==> config.mk <==
export PLATFORM = sky130hd
export DESIGN_NAME = tcc_chan
export DESIGN_NICKNAME = d
export VERILOG_FILES = /design/src/rtl/tcc_pkg.sv /design/src/rtl/tcc_insync.sv /design/src/rtl/tcc_flag.sv /design/src/rtl/tcc_chan.sv
export SDC_FILE = /design/constraint.sdc
export NUM_CORES = 1
export LEC_CHECK = 0
export ABC_CLOCK_PERIOD_IN_PS = 2200
export BUFFER_PORTS_ARGS = -buffer_cell sky130_fd_sc_hd__buf_2
export CORE_UTILIZATION = 45
export CTS_BUF_LIST = sky130_fd_sc_hd__clkbuf_16
export DETAILED_ROUTE_END_ITERATION = 7
export PLACE_DENSITY = 0.74
export SLEW_MARGIN = 20
export SYNTH_ARGS = -nofsm -noshare
export SYNTH_HDL_FRONTEND = slang
export SYNTH_SLANG_ARGS = --single-unit
==> constraint.sdc <==
create_clock -name clk -period 2.2 [get_ports clk]
set_input_delay 0.44 -clock clk [delete_from_list [all_inputs] [get_ports clk]]
set_output_delay 0.44 -clock clk [all_outputs]
set_load 0.02 [all_outputs]
==> src/rtl/tcc_pkg.sv <==
package tcc_pkg;
  typedef enum logic {
    MODE_CAP = 1'b0,
    MODE_CMP = 1'b1
  } chan_mode_e;

  // control register bit positions
  localparam int CB_MODE  = 0;
  localparam int CB_LVL   = 1;
  localparam int CB_IEN   = 2;
  localparam int CB_FORCE = 3;
  localparam int CB_FLAG  = 4;
  localparam int CB_IN    = 5;
  localparam int CB_SEL   = 6;
  localparam int CTRL_BITS = 7;
endpackage

==> src/rtl/tcc_insync.sv <==
module tcc_insync #(
  parameter int STAGES = 2
) (
  input  logic clk,
  input  logic rst,
  input  logic pin_i,
  output logic level_o,
  output logic rise_o,
  output logic fall_o
);
  logic [STAGES-1:0] sh_q;
  logic              prev_q;

  always_ff @(posedge clk) begin
    if (rst) begin
      sh_q   <= '0;
      prev_q <= 1'b0;
    end else begin
      sh_q   <= {sh_q[STAGES-2:0], pin_i};
      prev_q <= sh_q[STAGES-1];
    end
  end

  assign level_o = sh_q[STAGES-1];
  assign rise_o  = level_o & ~prev_q;
  assign fall_o  = ~level_o & prev_q;

  // a detected edge is a single-cycle pulse
  a_r2_rise_single: assert property (@(posedge clk) disable iff (rst) rise_o |=> !rise_o);
  a_r2_fall_single: assert property (@(posedge clk) disable iff (rst) fall_o |=> !fall_o);
endmodule

==> src/rtl/tcc_flag.sv <==
module tcc_flag (
  input  logic clk,
  input  logic rst,
  input  logic set_i,
  input  logic clr_i,
  input  logic ien_nxt_i,
  output logic flag_o,
  output logic irq_o
);
  logic flag_q, irq_q, flag_d;

  assign flag_d = set_i | (flag_q & ~clr_i);

  always_ff @(posedge clk) begin
    if (rst) begin
      flag_q <= 1'b0;
      irq_q  <= 1'b0;
    end else begin
      flag_q <= flag_d;
      irq_q  <= flag_d & ien_nxt_i;
    end
  end

  assign flag_o = flag_q;
  assign irq_o  = irq_q;

  a_r4_set_sticks:  assert property (@(posedge clk) disable iff (rst) set_i |=> flag_o);
  a_r10_clear_works: assert property (@(posedge clk) disable iff (rst) (clr_i && !set_i) |=> !flag_o);
  a_r10_hold:       assert property (@(posedge clk) disable iff (rst) (!clr_i && !set_i) |=> $stable(flag_o));
endmodule

==> src/rtl/tcc_chan.sv <==
module tcc_chan #(
  parameter int TB_W        = 16,
  parameter int SYNC_STAGES = 2
) (
  input  logic            clk,
  input  logic            rst,
  input  logic [TB_W-1:0] tb0_i,
  input  logic [TB_W-1:0] tb1_i,
  input  logic            wr_en,
  input  logic            wr_sel,
  input  logic [TB_W-1:0] wr_data,
  input  logic            rd_sel,
  output logic [TB_W-1:0] rd_data,
  input  logic            pin_in,
  output logic            pin_out,
  output logic            irq
);
  import tcc_pkg::*;

  chan_mode_e      mode_q;
  logic            lvl_q, ien_q, sel_q, out_q;
  logic [TB_W-1:0] data_q, rd_q, tb_cur, ctrl_view;
  logic            sync_lvl, rise, fall;
  logic            wr_ctl, wr_dat, cap_evt, match, force_stb;
  logic            flag_set, flag_clr, ien_d, flag, in_bit;

  tcc_insync #(.STAGES(SYNC_STAGES)) u_sync (
    .clk(clk), .rst(rst), .pin_i(pin_in),
    .level_o(sync_lvl), .rise_o(rise), .fall_o(fall)
  );

  assign tb_cur    = sel_q ? tb1_i : tb0_i;
  assign wr_ctl    = wr_en & wr_sel;
  assign wr_dat    = wr_en & ~wr_sel;
  assign cap_evt   = (mode_q == MODE_CAP) & (lvl_q ? rise : fall);
  assign match     = (mode_q == MODE_CMP) & (data_q == tb_cur);
  assign force_stb = wr_ctl & wr_data[CB_FORCE] & (mode_q == MODE_CMP);
  assign flag_set  = cap_evt | match;
  assign flag_clr  = wr_ctl & ~wr_data[CB_FLAG];
  assign ien_d     = wr_ctl ? wr_data[CB_IEN] : ien_q;

  tcc_flag u_flag (
    .clk(clk), .rst(rst), .set_i(flag_set), .clr_i(flag_clr),
    .ien_nxt_i(ien_d), .flag_o(flag), .irq_o(irq)
  );

  // data register: capture has priority over a software write
  always_ff @(posedge clk) begin
    if (rst)          data_q <= '0;
    else if (cap_evt) data_q <= tb_cur;
    else if (wr_dat)  data_q <= wr_data;
  end

  always_ff @(posedge clk) begin
    if (rst) begin
      mode_q <= MODE_CAP;
      lvl_q  <= 1'b0;
      ien_q  <= 1'b0;
      sel_q  <= 1'b0;
    end else if (wr_ctl) begin
      mode_q <= chan_mode_e'(wr_data[CB_MODE]);
      lvl_q  <= wr_data[CB_LVL];
      ien_q  <= wr_data[CB_IEN];
      sel_q  <= wr_data[CB_SEL];
    end
  end

  // output flip-flop: preloaded in capture mode, event-loaded in compare mode
  always_ff @(posedge clk) begin
    if (rst)                      out_q <= 1'b0;
    else if (mode_q == MODE_CAP)  out_q <= lvl_q;
    else if (match || force_stb)  out_q <= lvl_q;
  end

  assign in_bit = (mode_q == MODE_CMP) ? out_q : sync_lvl;

  always_comb begin
    ctrl_view           = '0;
    ctrl_view[CB_MODE]  = mode_q;
    ctrl_view[CB_LVL]   = lvl_q;
    ctrl_view[CB_IEN]   = ien_q;
    ctrl_view[CB_FLAG]  = flag;
    ctrl_view[CB_IN]    = in_bit;
    ctrl_view[CB_SEL]   = sel_q;
  end

  always_ff @(posedge clk) begin
    if (rst) rd_q <= '0;
    else     rd_q <= rd_sel ? ctrl_view : data_q;
  end

  assign rd_data = rd_q;
  assign pin_out = out_q;

  a_r1_capture_loads: assert property (@(posedge clk) disable iff (rst)
    cap_evt |=> data_q == $past(tb_cur));
  a_r5_preload: assert property (@(posedge clk) disable iff (rst)
    (mode_q == MODE_CAP) |=> pin_out == $past(lvl_q));
  a_r6_match_drives: assert property (@(posedge clk) disable iff (rst)
    match |=> pin_out == $past(lvl_q));
  a_r8_force_drives: assert property (@(posedge clk) disable iff (rst)
    force_stb |=> pin_out == $past(lvl_q));
  a_r8_force_no_flag: assert property (@(posedge clk) disable iff (rst)
    (force_stb && !flag_set && !flag && !cap_evt) |=> !flag);
  a_r7_irq_tracks: assert property (@(posedge clk) disable iff (rst)
    irq == (flag & ien_q));
endmodule

==> flow_summary.ini <==
[run_status]
status = complete, no violations

[die]
die-area_um2 = 4530
row_count = 23
io_pins = 72
initial_core_util_pct = 47.3
die_y_um = 67.3
die_w_um = 67.3
coreArea_um2 = 4060

[synthesis]
synthAdderAreaFrac_pct = 0
avgSynthCellArea_um2 = 9.84
yosysUniqueCellTypes = 23
synth_seq_cells = 42
synth-edff-count = 0
synth-async-reset-ratio_pct = 0
synth-simple-area-share_pct = 18.0
netlist_area_um2 = 1920
ys_seq_area_share_pct = 43.8
synth_xor_area_share_pct = 7.30
syn_inst = 195
ys_warn_count = 0
synthMuxAreaShare_pct = 12.6
yosys_most_used_dff = dfxtp_1
synth_compound_area_share_pct = 14.9
synth_top_family_by_area = simple AND/OR/NAND/NOR gates
syn_nets = 249

[hold_path]
min_from = pin_in
hp-class = input pin to register
min_path_cells = 2
min_to = u_sync.sh_q[0]$_SDFF_PP0_

[power_and_ir_drop]
p_leak_uw = 0.00103
switchingPower_uw = 426
p_sw_share_pct = 24.2
powerDensity_nw_per_um2 = 717
p_int_uw = 1330
p_clk_share_pct = 38.4
power_frac_seq_pct = 46.7
ir_worst_vdd_mv = 0.428
p_comb_share_pct = 14.9

[timing]
tightest_slew_ns = 0.552
setup_viol = 0
fin_crit_ns = 1.92
hold_viol = 0
fin_skew_ns = 0.00126
slew_viol_final = 0
post-route-period-util_pct = 87.1
tns_ns = 0
fmax_mhz = 522
rsz0062_at_grt = no
max_slew_margin_pct = 63.1

[detailed_routing]
totalWireLength_um = 4350
ant_nets = 0
route.detailed.drc = 0
first_pass_iters = 4
via_per_inst = 5.15
via_count = 1626
drtIter0Drc = 107
wire_per_inst_um = 13.8

[cells_and_area]
fin_nets = 320
multi_input_area_um2 = 1020
fill_cells = 349
layout-drive-gt1-share_pct = 32.7
register_area_um2 = 841
antennaDiodeCount = 0
postLayoutCellArea_um2 = 2450
area_growth_pct = 27.7
final_util_pct = 60.4

[clocking]
ctsHoldBuffers = 0
ctsHtreeMaxLevel = 2
clkLatencyLatePin_ns = 0.28
clkTransAtPathRegs_ns = 0.05
ctsRootBufferMaster = clkbuf_16
cts_setup_buffers = 0
cts_tree = built
cts_inserted_buffers = 5
numClockSinks = 42
clockBufferDepth = 2
cts_resized = 0

[setup_path]
critPathMaxFanout = 11
worst_ep_required_time_ns = 2.41
critPathSlowestCell = nor4_2
r2r_cells = 7
crit_chain = buf_4 -> mux2i_1 -> xnor2_1 -> nor4_2 -> nand4_1 -> nand3_1 -> mux2i_1
path_buf_inv = 1
cp-end-kind = register
r2r_start = sel_q$_SDFFE_PP0N_
startpoint_type = register
rrSetupSlack_ns = 0.28
r2r_end = pin_out$_SDFFE_PP0P_
slowest_delay_ns = 0.34
critical_path_arrival_ns = 2.12
crit_type = register to register
critPathMostFrequentCell = mux2i_1
cp_top_family = simple AND/OR/NAND/NOR gates

[place]
place.gp.congestion = 0.831
dpl.hpwl_um = 3090
postPlaceCellArea_um2 = 2320
port_buffers = 71

[grt]
antenna_found_initial = 0
grt_pass1_vias = 1524
grt_first_pass_wirelength_um = 7160
grt_max_degree = 34
overflow = 0
track_usage_pct = 21.8

[job]
drv_cap = 0
-- worst max path at each step --
stage / cells after the start / startpoint / slack [ns] / to
after floorplan: 8 / sel_q$_SDFFE_PP0N_ / 0.57 / pin_out$_SDFFE_PP0P_
after global placement: 7 / sel_q$_SDFFE_PP0N_ / 0.34 / pin_out$_SDFFE_PP0P_
after detailed placement: 7 / sel_q$_SDFFE_PP0N_ / 0.30 / pin_out$_SDFFE_PP0P_
after CTS: 7 / sel_q$_SDFFE_PP0N_ / 0.26 / pin_out$_SDFFE_PP0P_
after global routing: 7 / sel_q$_SDFFE_PP0N_ / 0.12 / pin_out$_SDFFE_PP0P_
final: 7 / sel_q$_SDFFE_PP0N_ / 0.28 / pin_out$_SDFFE_PP0P_
-- flip-flops by register name, summed over array words and instances (netlist names) --
name           cells
data_q            16
pin_out            1
u_flag.flag_o      1
ien_q              1
u_flag.irq_o       1
sel_q              1
rd_data           16
u_sync.sh_q        2
mode_q             1
lvl_q              1
u_sync.prev_q      1
-- per-layer routing --
layer,track usage (%),share of wire (%),vias to the layer above
met4,7.18,1.3,0
li1,-,-,833
met5,0,0,-
met2,35.1,47,43
met1,27.3,46,745
met3,7.09,5.4,5
-- cell usage in the layout, fill, tap and decap left out, drive strengths merged --
cell / netlist / layout
buf: 4 / 76
nand3b: 1 / 1
nand2b: 2 / 2
and2b: 1 / 1
inv: 1 / 3
nor2b: 20 / 20
a211oi: 33 / 33
nand3: 6 / 6
nor4: 4 / 4
mux2i: 23 / 23
dfxtp: 42 / 42
a21oi: 5 / 5
nand2: 6 / 6
clkbuf: 8 / 5
o21ai: 1 / 1
nor2: 9 / 9
xnor2: 16 / 16
nand4: 1 / 1
o21a: 1 / 1
and2: 11 / 11
-- per-stage QoR --
step	total power [uW]	cells	hold WS [ns]	setup WS, ns
2_1_floorplan	1000	195	0.414	0.566
3_3_place_gp	1100	309	0.418	0.336
3_5_place_dp	1100	309	0.425	0.299
4_1_cts	1780	316	0.370	0.263
5_1_grt	1850	316	0.366	0.120
6_report	1760	316	0.375	0.285
-- cell usage after synthesis (2+ instances only) --
master    number  share of area [%]
a211oi_1      33                 13
a21oi_1        5                1.3
and2_1        11                3.6
buf_2          2               0.52
buf_6          2                1.2
clkbuf_1       8                1.6
dfxtp_1       42                 44
mux2i_1       20                 10
mux2i_2        3                2.2
nand2_1        6                1.2
nand2b_1       2               0.65
nand3_1        6                1.6
nor2_1         9                1.8
nor2b_1       20                6.5
nor4_1         3               0.98
xnor2_1       16                7.3
-- final cells by class --
| cell class | instances | area share (%) |
|---|---|---|
| multi-input cells | 140 | 41.6 |
| flip-flops and latches | 42 | 34.3 |
| repair buffers | 76 | 16.0 |
| clock buffers | 5 | 5.10 |
| well taps | 50 | 2.55 |
| clock inverters | 2 | 0.306 |
| inverters | 1 | 0.153 |
-- power groups by stage --
stage | combinational [uW] | sequential (uW) | clock (uW)
2_1_floorplan | 160 | 844 | 0
3_5_place_dp | 262 | 836 | 0
4_1_cts | 265 | 820 | 692
6_report | 262 | 820 | 676
3_3_place_gp | 259 | 836 | 0
5_1_grt | 291 | 826 | 731
-- worst reg2reg max path, delay by kind of cell (launching register included) --
| kind | cells | cell delay [ns] |
|---|---|---|
| mux | 2 | 0.49 |
| flops | 1 | 0.32 |
| simple gates | 3 | 0.67 |
| xor+xnor | 1 | 0.12 |
| buf+inv | 1 | 0.23 |
-- kinds of logic after synthesis --
kind of cell,count (synthesis)
multiplexers,23
AND/OR/NAND/NOR,61
buffers and inverters,13
XOR/XNOR,16
AO/OA/AOI/OAI,40
flip-flops,42
Power figures use the tool's default switching activity.
